## config.mk

```make
export PLATFORM = sky130hd
export DESIGN_NAME = dualpwm_timer
export DESIGN_NICKNAME = d
export VERILOG_FILES = /design/src/rtl/dpt_pkg.sv /design/src/rtl/dpt_count.sv /design/src/rtl/dpt_chan.sv /design/src/rtl/dpt_pwm.sv /design/src/rtl/dualpwm_timer.sv
export SDC_FILE = /design/constraint.sdc
export NUM_CORES = 1
export LEC_CHECK = 0
export BUFFER_PORTS_ARGS = -buffer_cell sky130_fd_sc_hd__buf_2
export CORE_MARGIN = 5
export CORE_UTILIZATION = 50
export CTS_CLUSTER_SIZE = 24
export DETAILED_ROUTE_END_ITERATION = 8
export GPL_TIMING_DRIVEN = 1
export PLACE_DENSITY = 0.65
export SYNTH_ARGS = -nofsm -noshare
export SYNTH_HDL_FRONTEND = slang
export SYNTH_SLANG_ARGS = --single-unit
```

## constraint.sdc

```tcl
create_clock -name clk -period 3.8 [get_ports clk]
set_clock_uncertainty 0.2 [all_clocks]
set_input_delay 0.38 -clock clk [delete_from_list [all_inputs] [get_ports clk]]
set_output_delay 0.38 -clock clk [all_outputs]
set_load 0.02 [all_outputs]
```

## src/rtl/dpt_pkg.sv

```systemverilog
package dpt_pkg;
    typedef enum logic [1:0] {
        ST_IDLE  = 2'd0,
        ST_COUNT = 2'd1,
        ST_HALT  = 2'd2
    } tmr_st_t;

    localparam int AW = 3;

    localparam logic [AW-1:0] RA_MAIN = 3'd0;
    localparam logic [AW-1:0] RA_TERM = 3'd1;
    localparam logic [AW-1:0] RA_CMP0 = 3'd2;
    localparam logic [AW-1:0] RA_CMP1 = 3'd3;
    localparam logic [AW-1:0] RA_CTL0 = 3'd4;
    localparam logic [AW-1:0] RA_CTL1 = 3'd5;
    localparam logic [AW-1:0] RA_CNT  = 3'd6;

    localparam int CB_FLAG = 0;
    localparam int CB_IE   = 1;
    localparam int CB_LINK = 2;
    localparam int CB_OCM  = 3;
    localparam int CB_TOV  = 4;
    localparam int CB_MAX  = 5;
    localparam int CTL_W   = 6;

    localparam int MB_FLAG = 0;
    localparam int MB_IE   = 1;
    localparam int MB_RUN  = 2;
endpackage

```

## src/rtl/dpt_count.sv

```systemverilog
module dpt_count
    import dpt_pkg::*;
#(
    parameter int W = 16
) (
    input  logic         clk,
    input  logic         rst_n,
    input  logic         run_en,
    input  logic         stop_i,
    input  logic         brk_i,
    input  logic [W-1:0] term_i,
    output logic [W-1:0] cnt_o,
    output logic         tick_o,
    output logic         wrap_o
);
    localparam logic [W-1:0] ONE = {{(W-1){1'b0}}, 1'b1};

    tmr_st_t st_q, st_d;
    logic    frozen;
    logic [W-1:0] cnt_q;

    assign frozen = stop_i || brk_i;

    always_ff @(posedge clk or negedge rst_n) begin
        if (!rst_n) st_q <= ST_IDLE;
        else        st_q <= st_d;
    end

    always_comb begin
        st_d = st_q;
        unique case (st_q)
            ST_IDLE:  if (run_en) st_d = frozen ? ST_HALT : ST_COUNT;
            ST_COUNT: if (!run_en) st_d = ST_IDLE;
                      else if (frozen) st_d = ST_HALT;
            ST_HALT:  if (!run_en) st_d = ST_IDLE;
                      else if (!frozen) st_d = ST_COUNT;
            default:  st_d = ST_IDLE;
        endcase
    end

    always_comb begin
        tick_o = (st_q != ST_IDLE) && run_en && !frozen;
        wrap_o = tick_o && (cnt_q == term_i);
    end

    always_ff @(posedge clk or negedge rst_n) begin
        if (!rst_n)      cnt_q <= '0;
        else if (wrap_o) cnt_q <= '0;
        else if (tick_o) cnt_q <= cnt_q + ONE;
    end

    assign cnt_o = cnt_q;
endmodule

```

## src/rtl/dpt_chan.sv

```systemverilog
module dpt_chan
    import dpt_pkg::*;
#(
    parameter int W = 16
) (
    input  logic             clk,
    input  logic             rst_n,
    input  logic             cmp_we,
    input  logic             ctl_we,
    input  logic             ctl_re,
    input  logic             clr_ok,
    input  logic [W-1:0]     wdata,
    input  logic             cap_i,
    input  logic             cap_en,
    input  logic [W-1:0]     cnt_i,
    input  logic             hit_i,
    output logic [W-1:0]     cmp_o,
    output logic [CTL_W-1:0] ctl_o,
    output logic             irq_o
);
    logic [W-1:0]       cmp_q;
    logic [CTL_W-1:1]   cfg_q;
    logic               flag_q, arm_q, cap_q;
    logic               rise, clr;

    assign rise = cap_i && !cap_q && cap_en;
    assign clr  = ctl_we && !wdata[CB_FLAG] && arm_q && clr_ok;

    always_ff @(posedge clk or negedge rst_n) begin
        if (!rst_n) begin
            cmp_q  <= '0;
            cfg_q  <= '0;
            flag_q <= 1'b0;
            arm_q  <= 1'b0;
            cap_q  <= 1'b0;
        end else begin
            cap_q <= cap_i;
            if (rise)        cmp_q <= cnt_i;
            else if (cmp_we) cmp_q <= wdata;
            if (ctl_we)      cfg_q <= wdata[CTL_W-1:1];
            if (hit_i || rise) flag_q <= 1'b1;
            else if (clr)      flag_q <= 1'b0;
            if (clr)                arm_q <= 1'b0;
            else if (ctl_re && flag_q) arm_q <= 1'b1;
        end
    end

    assign cmp_o = cmp_q;
    assign ctl_o = {cfg_q, flag_q};
    assign irq_o = flag_q && cfg_q[CB_IE];
endmodule

```

## src/rtl/dpt_pwm.sv

```systemverilog
module dpt_pwm #(
    parameter int W = 16
) (
    input  logic         clk,
    input  logic         rst_n,
    input  logic         link,
    input  logic         ocm0,
    input  logic         ocm1,
    input  logic         tov,
    input  logic         maxd,
    input  logic [W-1:0] cmp0,
    input  logic [W-1:0] cmp1,
    input  logic         wr0,
    input  logic         wr1,
    input  logic [W-1:0] cnt,
    input  logic         tick,
    input  logic         wrap,
    output logic         pwm_o,
    output logic [1:0]   hit_o
);
    logic [W-1:0] duty_q;
    logic         act_q, last_q, pwm_q;
    logic         drive, duty_hit, out_hit;

    always_ff @(posedge clk or negedge rst_n) begin
        if (!rst_n) begin
            duty_q <= '0;
            act_q  <= 1'b0;
            last_q <= 1'b0;
        end else if (!link) begin
            duty_q <= cmp0;
            act_q  <= 1'b0;
            last_q <= 1'b0;
        end else begin
            if (wr0)      last_q <= 1'b0;
            else if (wr1) last_q <= 1'b1;
            if (wrap) begin
                act_q  <= last_q;
                duty_q <= last_q ? cmp1 : cmp0;
            end
        end
    end

    always_comb begin
        duty_hit = tick && (cnt == duty_q);
        if (link) begin
            hit_o[0] = duty_hit && !act_q;
            hit_o[1] = duty_hit && act_q;
            out_hit  = duty_hit;
        end else begin
            hit_o[0] = tick && ocm0 && (cnt == cmp0);
            hit_o[1] = tick && ocm1 && (cnt == cmp1);
            out_hit  = hit_o[0];
        end
        drive = link || ocm0;
    end

    always_ff @(posedge clk or negedge rst_n) begin
        if (!rst_n) pwm_q <= 1'b0;
        else if (drive) begin
            if (wrap && tov)           pwm_q <= 1'b1;
            else if (out_hit && !maxd) pwm_q <= 1'b0;
        end
    end

    assign pwm_o = pwm_q;
endmodule

```

## src/rtl/dualpwm_timer.sv

```systemverilog
module dualpwm_timer
    import dpt_pkg::*;
#(
    parameter int W = 16
) (
    input  logic          clk,
    input  logic          rst_n,
    input  logic          stop_i,
    input  logic          brk_i,
    input  logic          brk_clr_en_i,
    input  logic [1:0]    cap_i,
    input  logic          bus_wr,
    input  logic          bus_rd,
    input  logic [AW-1:0] bus_addr,
    input  logic [W-1:0]  bus_wdata,
    output logic [W-1:0]  bus_rdata,
    output logic          pwm_o,
    output logic          irq_ovf_o,
    output logic [1:0]    irq_ch_o
);
    logic [W-1:0]     term_q, cnt_w;
    logic             run_q, ovf_ie_q, ovf_flag_q, ovf_arm_q;
    logic             tick_w, wrap_w, clr_ok, ovf_clr, main_we;
    logic [W-1:0]     cmp_w [2];
    logic [CTL_W-1:0] ctl_w [2];
    logic [1:0]       hit_w, cmp_we_w;

    assign clr_ok  = !brk_i || brk_clr_en_i;
    assign main_we = bus_wr && (bus_addr == RA_MAIN);
    assign ovf_clr = main_we && !bus_wdata[MB_FLAG] && ovf_arm_q && clr_ok;

    always_ff @(posedge clk or negedge rst_n) begin
        if (!rst_n) begin
            term_q     <= '1;
            run_q      <= 1'b0;
            ovf_ie_q   <= 1'b0;
            ovf_flag_q <= 1'b0;
            ovf_arm_q  <= 1'b0;
        end else begin
            if (bus_wr && (bus_addr == RA_TERM)) term_q <= bus_wdata;
            if (main_we) begin
                run_q    <= bus_wdata[MB_RUN];
                ovf_ie_q <= bus_wdata[MB_IE];
            end
            if (wrap_w)       ovf_flag_q <= 1'b1;
            else if (ovf_clr) ovf_flag_q <= 1'b0;
            if (ovf_clr) ovf_arm_q <= 1'b0;
            else if (bus_rd && (bus_addr == RA_MAIN) && ovf_flag_q) ovf_arm_q <= 1'b1;
        end
    end

    dpt_count #(.W(W)) u_count (
        .clk(clk), .rst_n(rst_n), .run_en(run_q), .stop_i(stop_i), .brk_i(brk_i),
        .term_i(term_q), .cnt_o(cnt_w), .tick_o(tick_w), .wrap_o(wrap_w)
    );

    for (genvar i = 0; i < 2; i++) begin : g_ch
        localparam logic [AW-1:0] CMP_A = RA_CMP0 + AW'(i);
        localparam logic [AW-1:0] CTL_A = RA_CTL0 + AW'(i);
        assign cmp_we_w[i] = bus_wr && (bus_addr == CMP_A);
        dpt_chan #(.W(W)) u_chan (
            .clk(clk), .rst_n(rst_n),
            .cmp_we(cmp_we_w[i]),
            .ctl_we(bus_wr && (bus_addr == CTL_A)),
            .ctl_re(bus_rd && (bus_addr == CTL_A)),
            .clr_ok(clr_ok), .wdata(bus_wdata),
            .cap_i(cap_i[i]),
            .cap_en(!ctl_w[i][CB_OCM] && !ctl_w[0][CB_LINK]),
            .cnt_i(cnt_w), .hit_i(hit_w[i]),
            .cmp_o(cmp_w[i]), .ctl_o(ctl_w[i]), .irq_o(irq_ch_o[i])
        );
    end

    dpt_pwm #(.W(W)) u_pwm (
        .clk(clk), .rst_n(rst_n),
        .link(ctl_w[0][CB_LINK]), .ocm0(ctl_w[0][CB_OCM]), .ocm1(ctl_w[1][CB_OCM]),
        .tov(ctl_w[0][CB_TOV]), .maxd(ctl_w[0][CB_MAX]),
        .cmp0(cmp_w[0]), .cmp1(cmp_w[1]), .wr0(cmp_we_w[0]), .wr1(cmp_we_w[1]),
        .cnt(cnt_w), .tick(tick_w), .wrap(wrap_w), .pwm_o(pwm_o), .hit_o(hit_w)
    );

    always_comb begin
        unique case (bus_addr)
            RA_MAIN: bus_rdata = {{(W-3){1'b0}}, run_q, ovf_ie_q, ovf_flag_q};
            RA_TERM: bus_rdata = term_q;
            RA_CMP0: bus_rdata = cmp_w[0];
            RA_CMP1: bus_rdata = cmp_w[1];
            RA_CTL0: bus_rdata = {{(W-CTL_W){1'b0}}, ctl_w[0]};
            RA_CTL1: bus_rdata = {{(W-CTL_W){1'b0}}, ctl_w[1]};
            RA_CNT:  bus_rdata = cnt_w;
            default: bus_rdata = '0;
        endcase
    end

    assign irq_ovf_o = ovf_flag_q && ovf_ie_q;
endmodule

```

==> metrics.yaml, run 1 <==
maxCapViolCount: 0
synth.most_common_cell: "dfrtp_1"
synth-warning-count: 0
grt_max_degree: 70
cp_max_fo: 32
setup_viol: 0
synth_area_leaders: "dfrtp_1, mux2i_1, xnor2_1"
hold_path_class: "input pin to flop"
required_ns: 3.86
avgSynthCellArea_um2: 9.71
nFillCells: 1114
path_buf_inv: 3
postCtsSetupBuffers: 0
routed-via-count: 5244
max_stage_delay_ns: 0.98
synth_edf_count: 0
met1_length_mm: 8.25
powerDensity_nw_per_um2: 543
die_w_um: 123
fmax_ghz: 0.360
postCtsHoldBufs: 3
portBuffers: 47
yosys-top-cells-count: "dfrtp_1, mux2i_1, xnor2_1"
drtPass1Iterations: 5
whs_ns: 0.0912
synth_top_cell_area_share_pct: 34.7
clk_pin_slew_ns: 0.07
drive_gt1_share_pct: 20.3
synth_ff_type: "dfrtp_1"
rows: 41
first_global_vias: 5124
synth_area_um2: 6420
synth_nets: 690
synth-seq-cells: 105
cp_cell_sequence: "dlygate4sd3_1, buf_2, nor4b_2, buf_4, nand2b_1, nor2_1, a21oi_1"
ys_types: 55
diodes: 0
drt-total-wl_mm: 17.9
path_class: "input pin to flop"
wl_met3_um: 995
final_nets: 717
dpl.hpwl_mm: 12.7
start_kind: "input pin"
clockRootBuffer: "clkbuf_16"
ir_drop_v: 0.000360
grtUsageTotal_pct: 24.9
cts_sinks: 105
cts_tree: "done"
rsz0062_at_grt: "false"
multi_input_area_um2: 3470
slowest_stage: "nand2b_1"
synthArstFlopShare_pct: 100
tightest_slew_ns: 1.22
numCtsBuffers: 9
wl_per_cell_um: 20.7
seq_area_frac_synth_pct: 41.3
area_growth_pct: 10.8
post_cts_resized: 0
end_kind: "flop"
die_h_um: 123
period_minus_slack_ns: 2.78
coreArea_um2: 12600
ff_latch_area_um2: 2650
die-area_um2: 15200
hold_viol: 0
ios: 48
grt_pass1_wl_mm: 29.0
dr.max_layer_used: "met4"
setup_tns_ns: 0
slew_violations: 0
yosys.area.top_type: "dfrtp_1"
h-tree-depth: 3
cts_max_path_buffers: 2
initial_core_util_pct: 50.9
antenna_found_initial: 0
drcViolationCount: 0
crit_family: "simple AND/OR/NAND/NOR gates"
status: "finished, final reports clean"
power_leakage_nw: 2.96
max_slew_margin_pct: 18.8
grt.overflow.total: 0
met2_length_mm: 8.36
insertion_delay_ns: 0.36
worstPathArrival_ns: 2.84
drt_iter0_drc: 547
gp_congestion: 0.902
viasPerCell: 6.06
ant_nets: 0
synth_cells: 661
period_share_pct: 73.1
## logic make-up (layout without fill, tap and decap cells)
logic type               Yosys count  after routing  synth area share, %
AO/OA/AOI/OAI                    119            119                 11.8
XOR/XNOR                          78             78                 10.6
adder cells (fa/ha/maj)            1              1                0.195
buffers and inverters             64             96                 4.89
flip-flops                       105            105                 41.3
multiplexers                      92             92                 15.1
AND/OR/NAND/NOR                  202            202                 16.0
## where the power goes
part	switching, mW	internal, mW	total (mW)
clock	0.445	0.517	0.962
sequential	0.353	1.42	1.78
combinational	0.610	0.514	1.12
total	1.41	2.46	3.86
## layer usage
metal / GRT usage [%] / up-vias
li1: - / 2443
met1: 37.4 / 2605
met2: 37.8 / 175
met3: 2.74 / 21
met4: 7.68 / 0
met5: 0 / -
## registers in the layout, summed over array words and instances, names as in the netlist, 10 cells and up
| signal | cells |
|---|---|
| term_q | 16 |
| u_count.cnt_o | 16 |
| u_pwm.duty_q | 16 |
| g_ch.u_chan.cfg_q | 10 |
| g_ch.u_chan.cmp_o | 32 |
## path summary, 6_finish.rpt
check | start | end | slack [ns] | cells past startpoint
worst max register to register | g_ch[1].u_chan.cfg_q[3] | g_ch[1].u_chan.cmp_o[7] | 1.10 | 5
worst max-delay path | cap_i[1] | g_ch[1].u_chan.cmp_o[7] | 1.02 | 7
max in group asynchronous | rst_n | term_q[10] | 1.97 | 3
worst min-delay path | bus_wdata[12] | term_q[12] | 0.09 | 2
min in group asynchronous | rst_n | u_count.cnt_o[1] | 0.52 | 2
worst min register to register | g_ch[1].u_chan.arm_q | g_ch[1].u_chan.arm_q | 0.29 | 1
## placed cells by master, fill, tap and decap left out, types with 2 or more instances in the layout
| cell type | n |
|---|---|
| nor3_1 | 8 |
| clkbuf_16 | 9 |
| nor4b_2 | 2 |
| o22ai_1 | 11 |
| nand3_1 | 15 |
| dfstp_2 | 16 |
| nand2_1 | 49 |
| o21ai_1 | 2 |
| and3_1 | 16 |
| a31oi_1 | 8 |
| a32oi_1 | 14 |
| nand2b_1 | 3 |
| a41oi_1 | 2 |
| clkinv_4 | 3 |
| buf_4 | 24 |
| nor2b_1 | 4 |
| mux2_2 | 31 |
| nand4_1 | 31 |
| nor4_1 | 10 |
| o211ai_1 | 16 |
| mux2i_1 | 60 |
| buf_2 | 46 |
| and2_1 | 6 |
| nor2_1 | 46 |
| a21oi_1 | 31 |
| xor2_1 | 25 |
| o21ai_0 | 22 |
| a221oi_1 | 2 |
| inv_1 | 5 |
| xnor2_1 | 53 |
| clkinv_1 | 2 |
| clkinvlp_4 | 2 |
| dfrtp_1 | 89 |
| dlygate4sd3_1 | 3 |
## through the flow
stage               setup WS [ns]  area, um^2  util (%)  instances  power, mW
floorplan                    1.53        6420         -        661       2.50
global placement             1.20        6770      53.7        846       2.86
detailed placement           1.07        6770      53.7        846       2.90
CTS                          1.04        7110      56.3        865       3.87
global route                0.788        7110      56.3        865       4.06
finish                       1.02        7110      56.3        865       3.86
## layout make-up
class | count | area share (%)
multi-input cells | 492 | 48.9
clock buffers | 9 | 3.17
inverters | 7 | 0.370
well taps | 172 | 3.03
flip-flops and latches | 105 | 37.2
repair buffers | 73 | 6.19
clock inverters | 7 | 1.13
Note: power is estimated with default switching activity, not from simulation.
==> run 2, diff against run 1 <==
PLACE_DENSITY = 0.68   (was 0.65)
clock period = 2.44 ns   (was 3.8 ns; I/O delays follow)
==> metrics.yaml, run 2 (same netlist as run 1, synthesis figures left out) <==
cts_max_path_buffers: 2
power_leakage_nw: 3.12
dpl.hpwl_mm: 14.0
grt_max_degree: 44
met1_length_mm: 8.58
required_ns: 2.47
gp_congestion: 0.960
fmax_ghz: 0.455
insertion_delay_ns: 0.36
ir_drop_v: 0.000480
cts_tree: "done"
hold_path_class: "input pin to flop"
hold_viol: 0
clk_pin_slew_ns: 0.07
cp_max_fo: 22
p_total_mw: 6.11
period_share_pct: 90.1
ios: 48
start_kind: "flop"
wl_per_cell_um: 21.9
period_minus_slack_ns: 2.20
r2r_cells: 6
fin_area_um2: 7390
final_common_cell: "dfrtp_1"
portBuffers: 47
met2_length_mm: 8.75
r2r_start: "run_q"
setup_ws_ns: 0.242
worstPathArrival_ns: 2.23
fin_util_pct: 58.6
drt_iter0_drc: 648
min_from: "bus_wdata[3]"
cp_cell_sequence: "nor3b_2, nand4_1, nor2_2, and2_1, buf_4, o211ai_1"
viasPerCell: 6.23
max_stage_delay_ns: 0.41
final_nets: 750
drt-total-wl_mm: 19.7
die_h_um: 123
wl_met3_mm: 1.87
numCtsBuffers: 9
area_growth_pct: 15.1
initial_core_util_pct: 50.9
diodes: 0
grt.overflow.total: 0
final_cell_mix: "dfrtp_1, mux2i_1, xnor2_1, nand2_1"
maxCapViolCount: 0
path_class: "flop to flop"
ant_nets: 0
h-tree-depth: 3
fin_cells: 898
first_global_vias: 5613
nFillCells: 1142
rows: 41
setup_tns_ns: 0
slowest_stage: "dfrtp_1"
antenna_found_initial: 0
rsz0062_at_grt: "false"
setup_viol: 0
grtUsageTotal_pct: 27.7
drcViolationCount: 0
slew_violations: 0
grt_pass1_wl_mm: 31.7
whs_endpoint: "g_ch[1].u_chan.cfg_q[3]"
die-area_um2: 15200
end_kind: "flop"
worstReg2RegEnd: "u_pwm.duty_q[7]"
r2r_setup_slack_ns: 0.24
status: "finished, final reports clean"
cts_sinks: 105
dr.max_layer_used: "met4"
max_slew_margin_pct: 63.0
largest_register_ffs: 32
post-place-ws_ns: 0.254
routed-via-count: 5595
whs_ns: 0.00480
clockRootBuffer: "clkbuf_16"
dpl.cell_count: 868
place_area_um2: 6980
coreArea_um2: 12600
tightest_slew_ns: 0.552
drive_gt1_share_pct: 22.5
powerDensity_nw_per_um2: 827
drtPass1Iterations: 6
die_w_um: 123
hold_depth: 2
[run 2: cell types whose count changed in the layout (fill, tap and decap cells not counted)]
cell,change
buf_12,+3
buf_4,+19
bufinv_16,-1
clkbuf_8,+1
clkinv_2,+5
clkinv_4,-2
clkinvlp_4,-2
dlygate4sd3_1,+11
inv_6,-1
[run 2: metal layers]
layer / global-route usage (%) / vias to the layer above
met5: 0 / -
met4: 10.9 / 0
met3: 5.12 / 33
met2: 40.4 / 295
met1: 40.8 / 2770
li1: - / 2497
[run 2: critical path, delay by kind of cell, from the launching register on]
| family | cells | cell delay [ns] |
|---|---|---|
| compound gates | 1 | 0.15 |
| flops | 1 | 0.41 |
| simple gates | 4 | 1.01 |
| buf+inv | 1 | 0.29 |
[run 2: repair_timing]
item,4_1_cts,5_1_grt
hold buffers,14,0
hold endpoints to repair,43,0
setup buffers,0,0
gates resized for setup,0,0
[run 2: area by class of cell]
cell class                 count  area [um^2]  share of cell area (%)
multi-input combinational    492         3470                    47.0
sequential                   105         2650                    35.8
timing repair buffer         106          753                    10.2
clock buffer                  10          239                    3.23
tap                          172          215                    2.91
clock inverter                 6         33.8                   0.457
inverter                       7         26.3                   0.356
[run 2: worst max-delay path by stage]
stage                     startpoint          endpoint  slack (ns)  depth (start not counted)
floorplan                bus_addr[2]      bus_rdata[3]        0.44                          6
global placement               run_q  u_pwm.duty_q[14]        0.28                          6
detailed placement  u_count.cnt_o[7]       u_pwm.act_q        0.25                          6
CTS                 u_count.cnt_o[7]       u_pwm.act_q        0.26                          6
global route        u_count.cnt_o[1]       u_pwm.act_q        0.12                          6
finish                         run_q   u_pwm.duty_q[7]        0.24                          6
[run 2: power by group]
part	total (mW)	switching, mW	internal (mW)
Combinational	1.89	1.00	0.888
Sequential	2.83	0.612	2.22
Clock	1.39	0.675	0.714
Total	6.11	2.29	3.82
==> run 3, diff against run 2 <==
HOLD_SLACK_MARGIN = 0.03   (was unset)
==> metrics.yaml, run 3 (same netlist as run 1, synthesis figures left out) <==
status: "finished, final reports clean"
hold_path_class: "input pin to flop"
dpl.hpwl_mm: 14.0
grtUsageTotal_pct: 27.8
hold_viol: 0
drtPass1Iterations: 5
numCtsBuffers: 9
slowest_stage: "dlygate4sd3_1"
sw_frac_of_total_pct: 37.4
post-place-ws_ns: 0.254
max_stage_delay_ns: 0.53
die_w_um: 123
first_global_vias: 5637
min_from: "bus_rd"
p_comb_share_pct: 31.0
fmax_ghz: 0.432
place_area_um2: 6980
max_slew_margin_pct: 62.8
worstPathArrival_ns: 2.34
fin_area_um2: 7440
wl_per_cell_um: 21.9
start_kind: "input pin"
setup_viol: 0
fin_util_pct: 59.0
grt.overflow.total: 0
cts_tree: "done"
insertion_delay_ns: 0.36
drt-total-wl_mm: 19.8
power_leakage_nw: 3.14
tightest_slew_ns: 0.555
p_int_mw: 3.83
period_minus_slack_ns: 2.31
required_ns: 2.47
die-area_um2: 15200
ir_drop_v: 0.000479
cts_max_path_buffers: 2
largest_register_ffs: 32
switching_power_mw: 2.29
hold_depth: 3
fin_cells: 903
cts_sinks: 105
die_h_um: 123
setup_tns_ns: 0
ant_nets: 0
r2r_cells: 6
clockRootBuffer: "clkbuf_16"
drcViolationCount: 0
r2r_start: "u_count.cnt_o[6]"
period_share_pct: 94.8
gp_congestion: 0.960
h-tree-depth: 3
coreArea_um2: 12600
final_common_cell: "dfrtp_1"
cp_cell_sequence: "dlygate4sd3_1, buf_2, nor3b_2, nand4_1, nor2_2, and2_1, buf_4, o211ai_1"
grt_max_degree: 44
viasPerCell: 6.24
clkPwrFrac_pct: 22.7
r2r_setup_slack_ns: 0.25
powerDensity_nw_per_um2: 821
maxCapViolCount: 0
final_nets: 755
rows: 41
drt_iter0_drc: 629
p_total_mw: 6.11
post_cts_resized: 0
clk_pin_slew_ns: 0.07
routed-via-count: 5631
setup_ws_ns: 0.126
grt_pass1_wl_mm: 31.9
drive_gt1_share_pct: 22.3
ios: 48
antenna_found_initial: 0
rsz0062_at_grt: "false"
final_cell_mix: "dfrtp_1, mux2i_1, xnor2_1, nand2_1"
whs_ns: 0.0398
startpoint: "stop_i"
initial_core_util_pct: 50.9
cp_max_fo: 22
slew_violations: 0
area_growth_pct: 15.9
dpl.cell_count: 868
portBuffers: 47
path_class: "input pin to flop"
diodes: 0
nFillCells: 1134
end_kind: "flop"
pwr-share-seq_pct: 46.3
[run 3: cell count changes in the layout (fill, tap and decap cells not counted), sizes merged]
| cell | delta |
|---|---|
| dlygate4sd3 | +5 |
[run 3: timing repair]
action	in CTS	in global routing
endpoints found under the setup margin	0	0
hold endpoints to repair	68	0
hold buffers	19	0
buffers inserted	0	0
[run 3: final timing paths]
path | end
min in group asynchronous | g_ch[1].u_chan.cfg_q[5]
max in group asynchronous | term_q[0]
worst min register to register | g_ch[0].u_chan.arm_q
worst max register to register | u_pwm.act_q
worst min-delay path | g_ch[0].u_chan.arm_q
worst max-delay path | u_pwm.duty_q[7]
[run 3: layer usage]
metal / GRT usage [%] / part of all wire [%] / vias to the layer above
met5: 0 / 0 / -
met3: 5.12 / 8.9 / 30
li1: - / - / 2513
met1: 41.0 / 44 / 2801
met2: 40.5 / 45 / 287
met4: 10.9 / 2.3 / 0
[run 3: final cells by class]
type,count,area (um^2),share of cell area [%]
sequential,105,2650,35.6
inverter,7,26.3,0.353
clock buffer,10,239,3.21
clock inverter,6,33.8,0.454
tap,172,215,2.89
timing repair buffer,111,803,10.8
multi-input combinational,492,3470,46.7
[run 3: power groups by stage]
stage                     sequential [mW]  combinational (mW)  clock, mW
after floorplan                      2.58                1.32          0
after global placement               2.82                1.81          0
after detailed placement             2.82                1.85          0
after CTS                            2.80                1.88       1.40
after global routing                 2.88                2.08       1.48
final                                2.83                1.90       1.39
[run 3: critical path, delay by kind of cell]
family,cells,cell delay [ns]
buffers and inverters,3,0.97
and+or+nand+nor,4,0.98
AOI/OAI and AO/OA,1,0.15
